<file path="src/rtl/mtag_pkg.sv">
package mtag_pkg;
  localparam int REG_IDX_W = 5;
  localparam logic [REG_IDX_W-1:0] SP_IDX = 5'd31;
  localparam logic [10:0] OPC_HI  = 11'b10011010110;
  localparam logic [5:0]  OPC_MID = 6'b000100;

  typedef struct packed {
    logic                 hit;
    logic [REG_IDX_W-1:0] rm;
    logic [REG_IDX_W-1:0] rn;
    logic [REG_IDX_W-1:0] rd;
  } insn_fields_t;
endpackage

</file>
<file path="src/rtl/mtag_decode.sv">
module mtag_decode
  import mtag_pkg::*;
(
  input  logic [31:0]  insn_i,
  output insn_fields_t fld_o
);
  always_comb begin
    fld_o.hit = (insn_i[31:21] == OPC_HI) && (insn_i[15:10] == OPC_MID);
    fld_o.rm  = insn_i[20:16];
    fld_o.rn  = insn_i[9:5];
    fld_o.rd  = insn_i[4:0];
  end
endmodule

</file>
<file path="src/rtl/mtag_lfsr.sv">
module mtag_lfsr #(
  parameter int           W    = 16,
  parameter logic [W-1:0] SEED = 16'hACE1,
  parameter logic [W-1:0] TAPS = 16'hB400
) (
  input  logic         clk,
  input  logic         rst_n,
  input  logic         adv_i,
  output logic [W-1:0] state_o
);
  logic [W-1:0] q;
  logic [W-1:0] q_next;

  always_comb begin
    q_next = {q[W-2:0], ^(q & TAPS)};
  end

  always_ff @(posedge clk or negedge rst_n) begin
    if (!rst_n)     q <= SEED;
    else if (adv_i) q <= q_next;
  end

  assign state_o = q;
endmodule

</file>
<file path="src/rtl/mtag_pick.sv">
module mtag_pick #(
  parameter int TAG_W = 4
) (
  input  logic [TAG_W-1:0]       start_i,
  input  logic [(1<<TAG_W)-1:0]  excl_i,
  output logic [TAG_W-1:0]       tag_o,
  output logic                   none_o
);
  localparam int N = 1 << TAG_W;

  logic [N-1:0]     free_rot;
  logic [TAG_W-1:0] step;

  for (genvar i = 0; i < N; i++) begin : g_rot
    logic [TAG_W-1:0] cand;
    assign cand        = start_i + TAG_W'(i);
    assign free_rot[i] = ~excl_i[cand];
  end

  always_comb begin
    step = '0;
    for (int i = N - 1; i >= 0; i--) begin
      if (free_rot[i]) step = TAG_W'(i);
    end
  end

  assign none_o = ~|free_rot;
  assign tag_o  = start_i + step;
endmodule

</file>
<file path="src/rtl/mtag_insert.sv">
module mtag_insert
  import mtag_pkg::*;
#(
  parameter int                DATA_W   = 64,
  parameter int                TAG_W    = 4,
  parameter int                TAG_LSB  = 56,
  parameter int                RND_W    = 16,
  parameter logic [RND_W-1:0]  RND_SEED = 16'hACE1,
  parameter logic [RND_W-1:0]  RND_TAPS = 16'hB400
) (
  input  logic                    clk,
  input  logic                    rst_n,
  input  logic                    issue_i,
  input  logic [31:0]             insn_i,
  input  logic                    feat_en_i,
  input  logic                    tag_access_en_i,
  input  logic                    rand_mode_i,
  input  logic [(1<<TAG_W)-1:0]   sys_excl_i,
  input  logic [DATA_W-1:0]       base_op_i,
  input  logic [DATA_W-1:0]       excl_op_i,
  input  logic [TAG_W-1:0]        tag_state_i,
  output logic                    hit_o,
  output logic [REG_IDX_W-1:0]    rd_idx_o,
  output logic [REG_IDX_W-1:0]    rn_idx_o,
  output logic [REG_IDX_W-1:0]    rm_idx_o,
  output logic                    rd_is_sp_o,
  output logic                    rn_is_sp_o,
  output logic                    rm_is_zero_o,
  output logic                    res_valid_o,
  output logic [DATA_W-1:0]       result_o,
  output logic                    state_we_o,
  output logic [TAG_W-1:0]        state_o,
  output logic                    undef_o
);
  localparam int N_TAGS = 1 << TAG_W;

  // reset synchronizer: async assert, sync release
  logic [1:0] rst_pipe;
  logic       rst_n_int;
  always_ff @(posedge clk or negedge rst_n) begin
    if (!rst_n) rst_pipe <= '0;
    else        rst_pipe <= {rst_pipe[0], 1'b1};
  end
  assign rst_n_int = rst_pipe[1];

  insn_fields_t fld;
  mtag_decode u_dec (.insn_i(insn_i), .fld_o(fld));

  assign hit_o        = fld.hit;
  assign rd_idx_o     = fld.rd;
  assign rn_idx_o     = fld.rn;
  assign rm_idx_o     = fld.rm;
  assign rd_is_sp_o   = (fld.rd == SP_IDX);
  assign rn_is_sp_o   = (fld.rn == SP_IDX);
  assign rm_is_zero_o = (fld.rm == SP_IDX);

  logic exec, trap;
  assign exec = issue_i & fld.hit & feat_en_i;
  assign trap = issue_i & fld.hit & ~feat_en_i;

  logic [RND_W-1:0] rnd;
  mtag_lfsr #(.W(RND_W), .SEED(RND_SEED), .TAPS(RND_TAPS)) u_lfsr (
    .clk(clk), .rst_n(rst_n_int), .adv_i(exec), .state_o(rnd)
  );

  logic [N_TAGS-1:0] excl_src, excl_eff;
  logic [TAG_W-1:0]  offset, pick_start, pick_tag;
  logic              pick_none;

  assign excl_src   = rm_is_zero_o ? '0 : excl_op_i[N_TAGS-1:0];
  assign excl_eff   = excl_src | sys_excl_i;
  assign offset     = rnd[TAG_W-1:0];
  assign pick_start = rand_mode_i ? offset : tag_state_i + offset;

  mtag_pick #(.TAG_W(TAG_W)) u_pick (
    .start_i(pick_start), .excl_i(excl_eff), .tag_o(pick_tag), .none_o(pick_none)
  );

  logic              unused_bits;
  assign unused_bits = ^{excl_op_i[DATA_W-1:N_TAGS], rnd[RND_W-1:TAG_W]};

  // next-state
  logic [TAG_W-1:0]  tag_d;
  logic              we_d;
  logic [DATA_W-1:0] res_d;
  always_comb begin
    tag_d = '0;
    we_d  = 1'b0;
    if (tag_access_en_i) begin
      tag_d = pick_none ? '0 : pick_tag;
      we_d  = ~rand_mode_i;
    end
    res_d = base_op_i;
    res_d[TAG_LSB +: TAG_W] = tag_d;
  end

  // registers
  logic              valid_q, undef_q, we_q;
  logic [DATA_W-1:0] result_q;
  logic [TAG_W-1:0]  state_q;
  always_ff @(posedge clk or negedge rst_n_int) begin
    if (!rst_n_int) begin
      valid_q <= 1'b0;
      undef_q <= 1'b0;
      we_q    <= 1'b0;
    end else begin
      valid_q <= exec;
      undef_q <= trap;
      we_q    <= exec & we_d;
    end
  end

  always_ff @(posedge clk or negedge rst_n_int) begin
    if (!rst_n_int)  result_q <= '0;
    else if (exec)   result_q <= res_d;
  end

  always_ff @(posedge clk or negedge rst_n_int) begin
    if (!rst_n_int)         state_q <= '0;
    else if (exec && we_d)  state_q <= tag_d;
  end

  assign res_valid_o = valid_q;
  assign undef_o     = undef_q;
  assign state_we_o  = we_q;
  assign result_o    = result_q;
  assign state_o     = state_q;
endmodule

</file>
<file path="config.mk">
export PLATFORM = sky130hd
export DESIGN_NAME = mtag_insert
export DESIGN_NICKNAME = d
export VERILOG_FILES = /design/src/rtl/mtag_pkg.sv /design/src/rtl/mtag_decode.sv /design/src/rtl/mtag_lfsr.sv /design/src/rtl/mtag_pick.sv /design/src/rtl/mtag_insert.sv
export SDC_FILE = /design/constraint.sdc
export NUM_CORES = 1
export LEC_CHECK = 0
export BUFFER_PORTS_ARGS = -buffer_cell sky130_fd_sc_hd__buf_2
export CORE_MARGIN = 10
export CORE_UTILIZATION = 46
export DETAILED_ROUTE_END_ITERATION = 12
export GPL_TIMING_DRIVEN = 1
export PLACE_DENSITY = 0.91
export SETUP_SLACK_MARGIN = 0.3
export SLEW_MARGIN = 10
export SYNTH_ARGS = -nofsm -noshare
export SYNTH_HDL_FRONTEND = slang
export SYNTH_HIERARCHICAL = 1
export SYNTH_SLANG_ARGS = --single-unit
</file>
<file path="constraint.sdc">
create_clock -name clk -period 3 [get_ports clk]
set_input_delay 0.3 -clock clk [delete_from_list [all_inputs] [get_ports clk]]
set_output_delay 0.3 -clock clk [all_outputs]
set_load 0.005 [all_outputs]
</file>
==> results.py <==
metrics = {
    "status": {
        "outcome": "finished with violations",
        "violations": "negative setup slack",
    },
    "setup_path": {
        "crit_end": "state_o[1]",
        "crit_type": "reg -> reg",
        "reg2reg_depth": 19,
        "cp-end-kind": "register",
        "reg2reg_slack_ps": -1530,
        "cp_max_fo": 7,
        "crit_start": "u_lfsr/state_o[0]",
        "r2r_end": "state_o[1]",
        "startpoint_type": "register",
        "r2r-start": "u_lfsr/state_o[0]",
        "critPathRequiredTime_ps": 3210,
        "arrival_ps": 4730,
    },
    "cells_and_area": {
        "post-route-util_pct": 64.8,
        "multi_input_area_mm2": 0.00292,
        "fillCellCount": 827,
        "final_nets": 866,
        "stdcell_area_mm2": 0.00737,
        "antenna_cells": 0,
        "syn2layout_area_growth_pct": 39.0,
        "regArea_mm2": 0.00224,
        "stdcell_count": 811,
        "drive_gt1_share_pct": 68.9,
    },
    "sta": {
        "max-slew-margin-rel_pct": 29.0,
        "finalHoldViolCount": 0,
        "slew_violations": 0,
        "whs_ps": 152,
        "fin_tns_setup_ps": -11040,
        "fin_worst_skew_ps": 6.53,
        "period_share_pct": 151,
        "final-setup-viol-count": 8,
        "fmax_ghz": 0.221,
        "tightestPinTransition_ps": 1070,
        "setup_slack_ps": -1530,
        "finalCriticalPeriod_ps": 4530,
        "grt_setup_unrepaired": "true",
    },
    "placement": {
        "globalplace.congestion": 0.913,
        "dp_hpwl_mm": 12.4,
        "place_area_mm2": 0.00691,
        "port_buffers": 223,
        "pre_cts_slack_ps": -1510,
        "dp.cells": 787,
    },
    "floorplan": {
        "pin_count": 276,
        "core_area_mm2": 0.0114,
        "die_h_um": 127,
        "dieWidth_um": 127,
        "fp.dieArea_mm2": 0.0162,
        "start_util_pct": 46.6,
        "fp-row-count": 39,
    },
    "detailed_routing": {
        "vias_per_cell": 5.25,
        "first_pass_iters": 4,
        "route.vias.total": 4258,
        "drt_iter0_markers": 232,
        "routed_wl_mm": 15.4,
        "drt-wirelength-per-cell_um": 18.9,
        "ant_nets": 0,
        "drc": 0,
    },
    "worst_hold_path": {
        "hold_path_class": "in -> reg",
    },
    "global_route": {
        "grt_pass1_wl_mm": 23.5,
        "grt_max_degree": 88,
        "antenna_found_initial": 0,
        "track_usage_pct": 17.6,
        "met1_usage_pct": 17.9,
        "grt-busiest-layer": "met2",
        "grt_use_met3_pct": 4.67,
        "gr-total-overflow": 0,
        "met2_usage_pct": 33.7,
        "grt_pass1_vias": 4691,
    },
    "clock_network": {
        "clk_latency_ps": 330,
        "cts-htree-levels": 3,
        "cts_sinks": 89,
        "cts_tree": "yes",
        "numCtsBuffers": 9,
        "clk_pin_slew_ps": 50,
        "cts_max_path_buffers": 2,
        "clk_root_buffer_cell": "clkbuf_16",
    },
    "power_and_ir_drop": {
        "total_power_mw": 2.93,
        "p_leak_nw": 3.90,
        "ir_worst_vdd_v": 0.000451,
        "pwr_density_cell_mw_per_mm2": 397,
    },
    "synthesis": {
        "synthCells": 393,
        "syn-cell-area_mm2": 0.00530,
        "ys_warn_count": 6,
        "synthesis.nets": 594,
        "syn_avg_cell_area_um2": 13.5,
    },
    "run": {
        "drv_cap": 0,
    },
}
-- registers in the layout (all words and copies together) (netlist names) --
name	cells
state_o	4
result_o	64
rst_pipe	2
undef_o	1
state_we_o	1
u_lfsr/state_o	16
res_valid_o	1
-- report_power, final --
part | total (mW) | internal (mW) | switching, mW
logic | 0.753 | 0.415 | 0.337
registers | 1.22 | 1.20 | 0.0213
clock network | 0.949 | 0.551 | 0.398
total | 2.93 | 2.17 | 0.756
-- cells in the final DEF, fill, tap and decap left out, drive strengths merged, types with 2 or more instances in the layout --
master,count
a21oi,8
a21o,18
inv,17
o211ai,2
dfrtp,81
nand3,5
mux2,87
nor2,6
ha,13
dfstp,8
and4b,3
nor3b,3
mux4,23
buf,295
nand4,3
fa,2
xnor2,10
nor4,2
xor2,6
nand2b,2
clkbuf,13
and2,3
nor2b,2
mux2i,18
o21ai,4
nand2,14
-- worst min path at each step --
stage / startpoint / to / cells after the start
floorplan: rst_n / rst_pipe[0] / 0
global placement: rst_n / rst_pipe[0] / 1
detailed placement: rst_n / rst_pipe[0] / 1
CTS: feat_en_i / undef_o / 2
global route: feat_en_i / undef_o / 2
finish: feat_en_i / undef_o / 2
-- metal layers --
metal	share of wire, %	wire (um)
met1	36	5560
met2	57	8690
met3	5.3	816
met4	1.9	297
met5	0	0
-- worst max-delay path, stage by stage (launching register included) --
cell and delay (ps):
dfstp_2 540, ha_4 130, inv_2 40, fa_2 470
mux2i_4 270, inv_8 50, ha_4 320, mux4_2 550
mux2i_2 220, buf_4 160, mux2i_1 80, o211ai_1 110
a31oi_1 130, o21ai_2 150, ha_2 200, inv_2 40
fa_2 510, inv_1 30, and2_1 140, mux2_2 260
-- repair_timing --
action	in CTS	in global routing
setup buffers	6	3
cloned	0	0
pin swaps	6	9
hold endpoints to repair	2	0
hold buffers	1	0
gates resized for setup	8	24
setup endpoints to repair	8	8
-- cell type report --
class / instances / area share, %
Clock buffer: 13 / 3.26
Sequential cell: 89 / 30.4
Tap cell: 143 / 2.43
Clock inverter: 1 / 0.0679
Timing Repair Buffer: 296 / 23.2
Multi-Input combinational cell: 251 / 39.6
Inverter: 18 / 1.07
(Power assumes the default switching activity.)
